## config.mk

```make
export PLATFORM = sky130hd
export DESIGN_NAME = ifq_core
export DESIGN_NICKNAME = d
export VERILOG_FILES = /design/src/rtl/ifq_pkg.sv /design/src/rtl/ifq_fetch_ctl.sv /design/src/rtl/ifq_ptrs.sv /design/src/rtl/ifq_store.sv /design/src/rtl/ifq_core.sv
export SDC_FILE = /design/constraint.sdc
export NUM_CORES = 1
export LEC_CHECK = 0
export CORE_ASPECT_RATIO = 0.8
export CORE_MARGIN = 2
export CORE_UTILIZATION = 35
export DETAILED_ROUTE_END_ITERATION = 8
export DONT_BUFFER_PORTS = 1
export PLACE_DENSITY_LB_ADDON = 0.25
export SYNTH_ARGS = -nofsm -noshare
export SYNTH_HDL_FRONTEND = slang
export SYNTH_HIERARCHICAL = 1
export SYNTH_SLANG_ARGS = --single-unit
```

## constraint.sdc

```tcl
create_clock -name clk -period 3.5 [get_ports clk]
set_clock_uncertainty 0.2 [all_clocks]
set_input_delay 0.175 -clock clk [delete_from_list [all_inputs] [get_ports clk]]
set_output_delay 0.175 -clock clk [all_outputs]
set_load 0.01 [all_outputs]
```

## src/rtl/ifq_pkg.sv

```systemverilog
package ifq_pkg;

   typedef enum logic [1:0] {
      FS_IDLE  = 2'd0,
      FS_BUSY  = 2'd1,
      FS_STALE = 2'd2
   } fetch_state_e;

   function automatic int ptr_width(input int depth);
      return (depth <= 2) ? 1 : $clog2(depth);
   endfunction

endpackage

```

## src/rtl/ifq_fetch_ctl.sv

```systemverilog
module ifq_fetch_ctl
   import ifq_pkg::*;
(
   input  logic clk,
   input  logic rst_n,
   input  logic full,
   input  logic flush,
   input  logic rsp_valid,
   output logic fetch_req,
   output logic accept
);

   fetch_state_e state_q, state_d;

   assign fetch_req = (state_q == FS_IDLE) && !full;
   assign accept    = rsp_valid && (state_q == FS_BUSY) && !flush && !full;

   always_comb begin
      state_d = state_q;
      unique case (state_q)
         FS_IDLE: begin
            if (fetch_req) state_d = flush ? FS_STALE : FS_BUSY;
         end
         FS_BUSY: begin
            if (rsp_valid)  state_d = FS_IDLE;
            else if (flush) state_d = FS_STALE;
         end
         FS_STALE: begin
            if (rsp_valid) state_d = FS_IDLE;
         end
         default: state_d = FS_IDLE;
      endcase
   end

   always_ff @(posedge clk or negedge rst_n) begin
      if (!rst_n) state_q <= FS_IDLE;
      else        state_q <= state_d;
   end

endmodule

```

## src/rtl/ifq_ptrs.sv

```systemverilog
module ifq_ptrs #(
   parameter int DEPTH = 4,
   localparam int PTR_W = ifq_pkg::ptr_width(DEPTH),
   localparam int CNT_W = $clog2(DEPTH + 1)
) (
   input  logic             clk,
   input  logic             rst_n,
   input  logic             push,
   input  logic             pop,
   input  logic             flush,
   output logic [PTR_W-1:0] wr_ptr,
   output logic [PTR_W-1:0] rd_ptr,
   output logic [CNT_W-1:0] count,
   output logic             full,
   output logic             empty
);

   logic [PTR_W-1:0] wr_nx, rd_nx;

   generate
      if ((1 << PTR_W) == DEPTH) begin : g_pow2
         assign wr_nx = wr_ptr + PTR_W'(1);
         assign rd_nx = rd_ptr + PTR_W'(1);
      end else begin : g_mod
         assign wr_nx = (wr_ptr == PTR_W'(DEPTH - 1)) ? '0 : wr_ptr + PTR_W'(1);
         assign rd_nx = (rd_ptr == PTR_W'(DEPTH - 1)) ? '0 : rd_ptr + PTR_W'(1);
      end
   endgenerate

   assign full  = (count == CNT_W'(DEPTH));
   assign empty = (count == '0);

   always_ff @(posedge clk or negedge rst_n) begin
      if (!rst_n) begin
         wr_ptr <= '0;
         rd_ptr <= '0;
         count  <= '0;
      end else if (flush) begin
         wr_ptr <= '0;
         rd_ptr <= '0;
         count  <= '0;
      end else begin
         if (push) wr_ptr <= wr_nx;
         if (pop)  rd_ptr <= rd_nx;
         count <= count + CNT_W'(push) - CNT_W'(pop);
      end
   end

endmodule

```

## src/rtl/ifq_store.sv

```systemverilog
module ifq_store #(
   parameter int DEPTH  = 4,
   parameter int WORD_W = 16,
   localparam int PTR_W = ifq_pkg::ptr_width(DEPTH),
   localparam int ENT_W = WORD_W + 1
) (
   input  logic              clk,
   input  logic              rst_n,
   input  logic              push,
   input  logic [PTR_W-1:0]  wr_ptr,
   input  logic [PTR_W-1:0]  rd_ptr,
   input  logic [WORD_W-1:0] wr_word,
   input  logic              wr_tag,
   output logic [WORD_W-1:0] head_word,
   output logic              head_tag
);

   logic [DEPTH-1:0][ENT_W-1:0] slots;

   generate
      for (genvar i = 0; i < DEPTH; i++) begin : g_slot
         logic [ENT_W-1:0] slot_q;
         always_ff @(posedge clk or negedge rst_n) begin
            if (!rst_n)
               slot_q <= '0;
            else if (push && (wr_ptr == PTR_W'(i)))
               slot_q <= {wr_tag, wr_word};
         end
         assign slots[i] = slot_q;
      end
   endgenerate

   assign head_word = slots[rd_ptr][WORD_W-1:0];
   assign head_tag  = slots[rd_ptr][WORD_W];

endmodule

```

## src/rtl/ifq_core.sv

```systemverilog
module ifq_core #(
   parameter int DEPTH  = 4,
   parameter int WORD_W = 16
) (
   input  logic              clk,
   input  logic              rst_n,
   output logic              fetch_req,
   input  logic              rsp_valid,
   input  logic [WORD_W-1:0] rsp_data,
   input  logic              rsp_err,
   input  logic              flush,
   input  logic              cons_req,
   output logic              out_valid,
   output logic [WORD_W-1:0] out_data,
   output logic              fault
);

   localparam int PTR_W = ifq_pkg::ptr_width(DEPTH);
   localparam int CNT_W = $clog2(DEPTH + 1);

   generate
      if (DEPTH < 2) begin : g_bad_depth
         $error("ifq_core: DEPTH must be at least 2");
      end
      if (WORD_W < 1) begin : g_bad_width
         $error("ifq_core: WORD_W must be at least 1");
      end
   endgenerate

   logic             full, empty, accept, pop;
   logic             head_tag;
   logic [PTR_W-1:0] wr_ptr, rd_ptr;
   logic [CNT_W-1:0] cnt;

   assign pop       = cons_req && !empty && !flush;
   assign out_valid = !empty && !head_tag;
   assign fault     = pop && head_tag;

   ifq_fetch_ctl u_fetch (
      .clk       (clk),
      .rst_n     (rst_n),
      .full      (full),
      .flush     (flush),
      .rsp_valid (rsp_valid),
      .fetch_req (fetch_req),
      .accept    (accept)
   );

   ifq_ptrs #(.DEPTH(DEPTH)) u_ptrs (
      .clk    (clk),
      .rst_n  (rst_n),
      .push   (accept),
      .pop    (pop),
      .flush  (flush),
      .wr_ptr (wr_ptr),
      .rd_ptr (rd_ptr),
      .count  (cnt),
      .full   (full),
      .empty  (empty)
   );

   ifq_store #(.DEPTH(DEPTH), .WORD_W(WORD_W)) u_store (
      .clk       (clk),
      .rst_n     (rst_n),
      .push      (accept),
      .wr_ptr    (wr_ptr),
      .rd_ptr    (rd_ptr),
      .wr_word   (rsp_data),
      .wr_tag    (rsp_err),
      .head_word (out_data),
      .head_tag  (head_tag)
   );

endmodule

```

# Yosys cells after proc, flatten, opt, wreduce, memory -nomap -nowiden
# Cells that the tools add are included.
[classes] n_addsub=4 magnitude_cmp=1 eq_ne=9 mux=13 n_reduce_logical=22
[op_table] cell="17-bit binary-select mux with 2-bit select" n=1
[op_table] cell="2-bit two-way mux" n=9
[op_table] cell="17-bit two-way mux" n=1
[op_table] cell="1-bit logical AND" n=12
[op_table] cell="2-bit == test, second input constant" n=3
[op_table] cell="2-bit one-hot mux with 3 select lines" n=1
[op_table] cell="2-bit by 1-bit adder with 2-bit output, second input constant" n=2
[op_table] cell="2-bit by 1-bit == test with 1-bit output, second input constant" n=2
[op_table] cell="1-bit logical NOT" n=4
[op_table] cell="2-bit logical NOT" n=2
[op_table] cell="2-bit != test, second input constant" n=2
[op_table] cell="2-bit nonzero test" n=2
[op_table] cell="3-bit by 1-bit adder with 3-bit output" n=1
[op_table] cell="3-bit == test, second input constant" n=1
[op_table] cell="3-bit logical NOT" n=1
[op_table] cell="2-bit by 3-bit < comparator with 1-bit output, second input constant" n=1
[op_table] cell="3-bit two-way mux" n=1
[op_table] cell="3-bit != test, second input constant" n=1
[op_table] cell="3-bit AND reduction" n=1
[op_table] cell="3-bit by 1-bit subtractor with 3-bit output" n=1
[word_totals] register_bits=77 word_cells=57

# Depth between registers and ports, before layout
[logic_depth] word_depth=7 depth_mapped=9

# By module
# Netlist, hierarchy kept.
[by_module_without_submodules] module="ifq_store" instances=1 cells_per_inst=165 area_each_um2=2961.6 seq_area_each_um2=1701.6
[by_module_without_submodules] module="ifq_ptrs" instances=1 cells_per_inst=29 area_each_um2=350.3 seq_area_each_um2=175.2
[by_module_without_submodules] module="ifq_fetch_ctl" instances=1 cells_per_inst=11 area_each_um2=113.9 seq_area_each_um2=50.0
[by_module_without_submodules] module="ifq_core" instances=1 cells_per_inst=3 area_each_um2=23.8 seq_area_each_um2=0.0

# Worst setup path before layout
# OpenSTA, ideal clock, no wires.
[synth_timing] kind="register to register" start="reg u_ptrs.count[2]" end="reg u_store.g_slot[0].slot_q[10]" setup_time_ns=0.125 arrival_ns=2.496 required_ns=3.175 setup_slack_ns=0.679 path_stages_with_launch=6 n_path_buf=1 period_less_slack_ns=2.821 path_cell_list="dfrtp_1 nor3b_1 nor4_1 nor3b_4 buf_6 mux2_2"
[synth_between] elab_chain_len=4
[synth_rtl] item="start: declaration" line="ifq_ptrs.sv:13" source="output logic [CNT_W-1:0] count,"
[synth_rtl] item="start signal: assignment" line="ifq_ptrs.sv:45" source="count <= count + CNT_W'(push) - CNT_W'(pop);"
[synth_rtl] item="3-bit == test" line="ifq_ptrs.sv:30" source="assign full = (count == CNT_W'(DEPTH));"
[synth_rtl] item="named net full" line="ifq_core.sv:30" source="logic full, empty, accept, pop;"
[synth_rtl] item="1-bit logical NOT" line="ifq_fetch_ctl.sv:16" source="assign accept = rsp_valid && (state_q == FS_BUSY) && !flush && !full;"
[synth_rtl] item="1-bit logical AND" line="ifq_fetch_ctl.sv:16"
[synth_rtl] item="named net accept" line="ifq_core.sv:30"
[synth_rtl] item="1-bit logical AND" line="ifq_store.sv:26" source="else if (push && (wr_ptr == PTR_W'(i)))"
[synth_rtl] item="end signal: assignment" line="ifq_store.sv:27" source="slot_q <= {wr_tag, wr_word};"
[synth_rtl] item="end: declaration" line="ifq_store.sv:22" source="logic [ENT_W-1:0] slot_q;"
# The timed path passes the listed nets, and every way through them passes these cells.
# A chain may end at the register's enable or synchronous reset.

# Final worst setup path
[layout_timing] start="in flush" end="reg u_ptrs.count[2]"
[layout_between] elab_cells_between_ends=7
[layout_lines] item="start: declaration" line="ifq_core.sv:11" source="input logic flush,"
[layout_lines] item="1-bit logical NOT" line="ifq_core.sv:35" source="assign pop = cons_req && !empty && !flush;"
[layout_lines] item="1-bit logical AND" line="ifq_core.sv:35"
[layout_lines] item="named net pop" line="ifq_core.sv:30"
[layout_lines] item="3-bit by 1-bit subtractor with 3-bit output" line="ifq_ptrs.sv:45"
[layout_lines] item="3-bit two-way mux" line="ifq_ptrs.sv:38" source="end else if (flush) begin"
# The timed path passes the listed nets, and every way through them passes these cells.

==> results.ini <==
[sta]
worstMarginPinSlew_ps=621
tns_ps=0
post-route-period-util_pct=73.6
relSlewSlack_pct=58.4
rsz0062_at_grt=no
finalHoldViolCount=0
holdWs_ps=15.7
finalCriticalPeriod_ps=2580
fmax_ghz=0.388
setup_viol=0
drv_slew=0

[floorplan]
io_pins=41
die_w_um=115
num_rows=32
die_y_um=92.8
fp.dieArea_um2=10700
core_area_um2=9610
initial_utilization_pct=35.9

[pwr]
p_leak_nw=1.87
peakVddDrop_v=0.000284
p_per_area_nw_per_um2=642

[routing]
ant_nets=0
routedWlPerCell_um=18.6
drtIter0Drc=74
routed_wl_um=6740
drt-pass1-iter-count=5
vias_per_cell=5.17
drc=0
num_vias=1870

[logic_synthesis]
ys_types=30
netlist_area_um2=3450
synth_edf_count=0
synth.largest_area_cell=dfrtp_1
synth_flop_cell=dfrtp_1
ys_top_cells_by_area=dfrtp_1 (56%), mux2_2 (22%), mux4_2 (11%)
syn_inst=208
ys_seq_area_share_pct=55.9
synth_nets=233
ys_ff_latch=77
synth_top_area_share_pct=55.9
postSynthAreaPerCell_um2=16.6
yosys_warnings=6
async_flop_share_pct=100

[layout]
area_growth_pct=19.0
drive_above_1_share_pct=46.5
final_area_um2=4110
nNetsFinal=263
fin_util_pct=42.7
diodes=0

[critical_path]
arrival_ps=2580
crit_path_cell_trace=dlygate4sd3_1 -> nor3b_1 -> ha_1 -> inv_1 -> ha_1 -> inv_1 -> fa_1 -> xnor3_1 -> nor2_1
r2r-start=u_ptrs/count[1]$_DFF_PN0_
cp.required_ps=3510
r2r_setup_slack_ps=950
critical_path.startpoint=flush
worstSetupStartpointType=input port
cp_max_fo=9
cp-end-kind=flop
ff2ff_path_depth=9
slowest_stage=dlygate4sd3_1
crit_type=in2reg
endpoint=u_ptrs/count[2]$_DFF_PN0_
timing.rr.end=u_ptrs/count[2]$_DFF_PN0_
max_stage_delay_ps=680

[outcome]
status=finished, final reports clean

[grt]
antenna_found_initial=0
grt_max_degree=78
grt_pass1_vias=2071
grt_pass1_wl_um=11300
grt_usage_pct=14.2
gr-total-overflow=0

[clock_tree]
h-tree-depth=3
cts_buffers=9
clock_sinks=77
insertion_delay_ps=330
clockBufferDepth=2
tritoncts=done
ctsRootBufferMaster=clkbuf_16
cts_resized=0
cts.clk_slew.worst_paths_ps=60

[placed_design]
gp_congestion=0.675
portBuffers=0
dp_hpwl_um=4240
placedInstanceArea_um2=3580

[flow_run]
maxCapViolCount=0

[hold_path]
hp-class=in2reg

cells by family after synthesis:
group	after synthesis	synth area share, %
multiplexers	85	33.3
flip-flops	77	55.9
AND/OR/NAND/NOR	24	5.15
buffers and inverters	11	2.07
AO/OA/AOI/OAI	5	1.16
XOR/XNOR	3	1.16
adder cells (fa/ha/maj)	3	1.31
how the worst min path moves through the flow:
stage / cells after the start / start / endpoint
after floorplan: 0 / rst_n / u_fetch/state_q[0]$_DFFE_PN0P_
after global placement: 0 / rst_n / u_store/g_slot[3].slot_q[2]$_DFFE_PN0P_
after detailed placement: 0 / rst_n / u_store/g_slot[3].slot_q[2]$_DFFE_PN0P_
after CTS: 2 / rsp_valid / u_fetch/state_q[1]$_DFFE_PN0P_
after global routing: 2 / rsp_valid / u_fetch/state_q[1]$_DFFE_PN0P_
final: 2 / rsp_valid / u_fetch/state_q[1]$_DFFE_PN0P_
stage by stage:
step | setup slack (ps) | power [mW] | instances
after floorplan | 679 | 1.60 | 208
after CTS | 923 | 2.69 | 362
after global placement | 972 | 1.70 | 324
after detailed placement | 987 | 1.71 | 324
after global routing | 772 | 2.79 | 362
final | 923 | 2.64 | 362
flip-flops by register name, summed over array words and instances, names as in the netlist:
signal / cells
u_store/g_slot.slot_q: 68
u_ptrs/count: 3
u_fetch/state_q: 2
u_ptrs/rd_ptr: 2
u_ptrs/wr_ptr: 2
cells in the final DEF (no fill, tap or decap), drive strengths merged, types with 2 or more instances in the layout:
cell type	Yosys	routed
nor3b	4	4
nor3	2	2
ha	2	2
nor2	5	5
clkbuf	1	10
a21bo	2	2
buf	7	6
inv	3	3
clkinvlp	0	2
dlygate4sd3	0	21
mux2	68	68
nor2b	2	2
clkinv	0	3
xnor2	2	2
mux4	17	17
dfrtp	77	77
nand3b	4	4
a21oi	2	2
area by class of cell:
cell class | count | area, µm²
fill | 877 | 5500
timing repair buffer | 27 | 275
tap | 119 | 149
multi-input combinational | 120 | 1450
sequential | 77 | 1930
clock buffer | 10 | 229
clock inverter | 6 | 63.8
inverter | 3 | 11.3
Yosys cell counts (all sizes together), types with 3 or more instances:
cell type	instances
mux4	17
nand3b	4
mux2	68
nor3b	4
nor2	5
inv	3
buf	7
dfrtp	77
power breakdown:
part	total, mW	internal, mW	switching [mW]
Sequential	1.15	1.05	0.104
Combinational	0.584	0.327	0.257
Clock	0.904	0.550	0.353
Total	2.64	1.92	0.714
critical path, delay by kind of cell:
| kind | cells | cell delay, ps |
|---|---|---|
| fa+ha+maj | 3 | 840 |
| buf+inv | 3 | 780 |
| xor+xnor | 1 | 210 |
| simple gates | 2 | 580 |
repair_timing:
| item | 4_1_cts | 5_1_grt |
|---|---|---|
| hold buffers | 22 | 0 |
| buffers inserted | 0 | 0 |
| endpoints found under the hold margin | 154 | 0 |
| endpoints found under the setup margin | 0 | 0 |
routing by layer:
layer  GRT usage (%)  vias up  wire (µm)
met5               0        -          0
met4            5.42        0        107
met3            5.17        9        256
met2            21.3       25       3150
met1            18.8      997       3230
li1                -      839          -
Power figures use the tool's default switching activity.
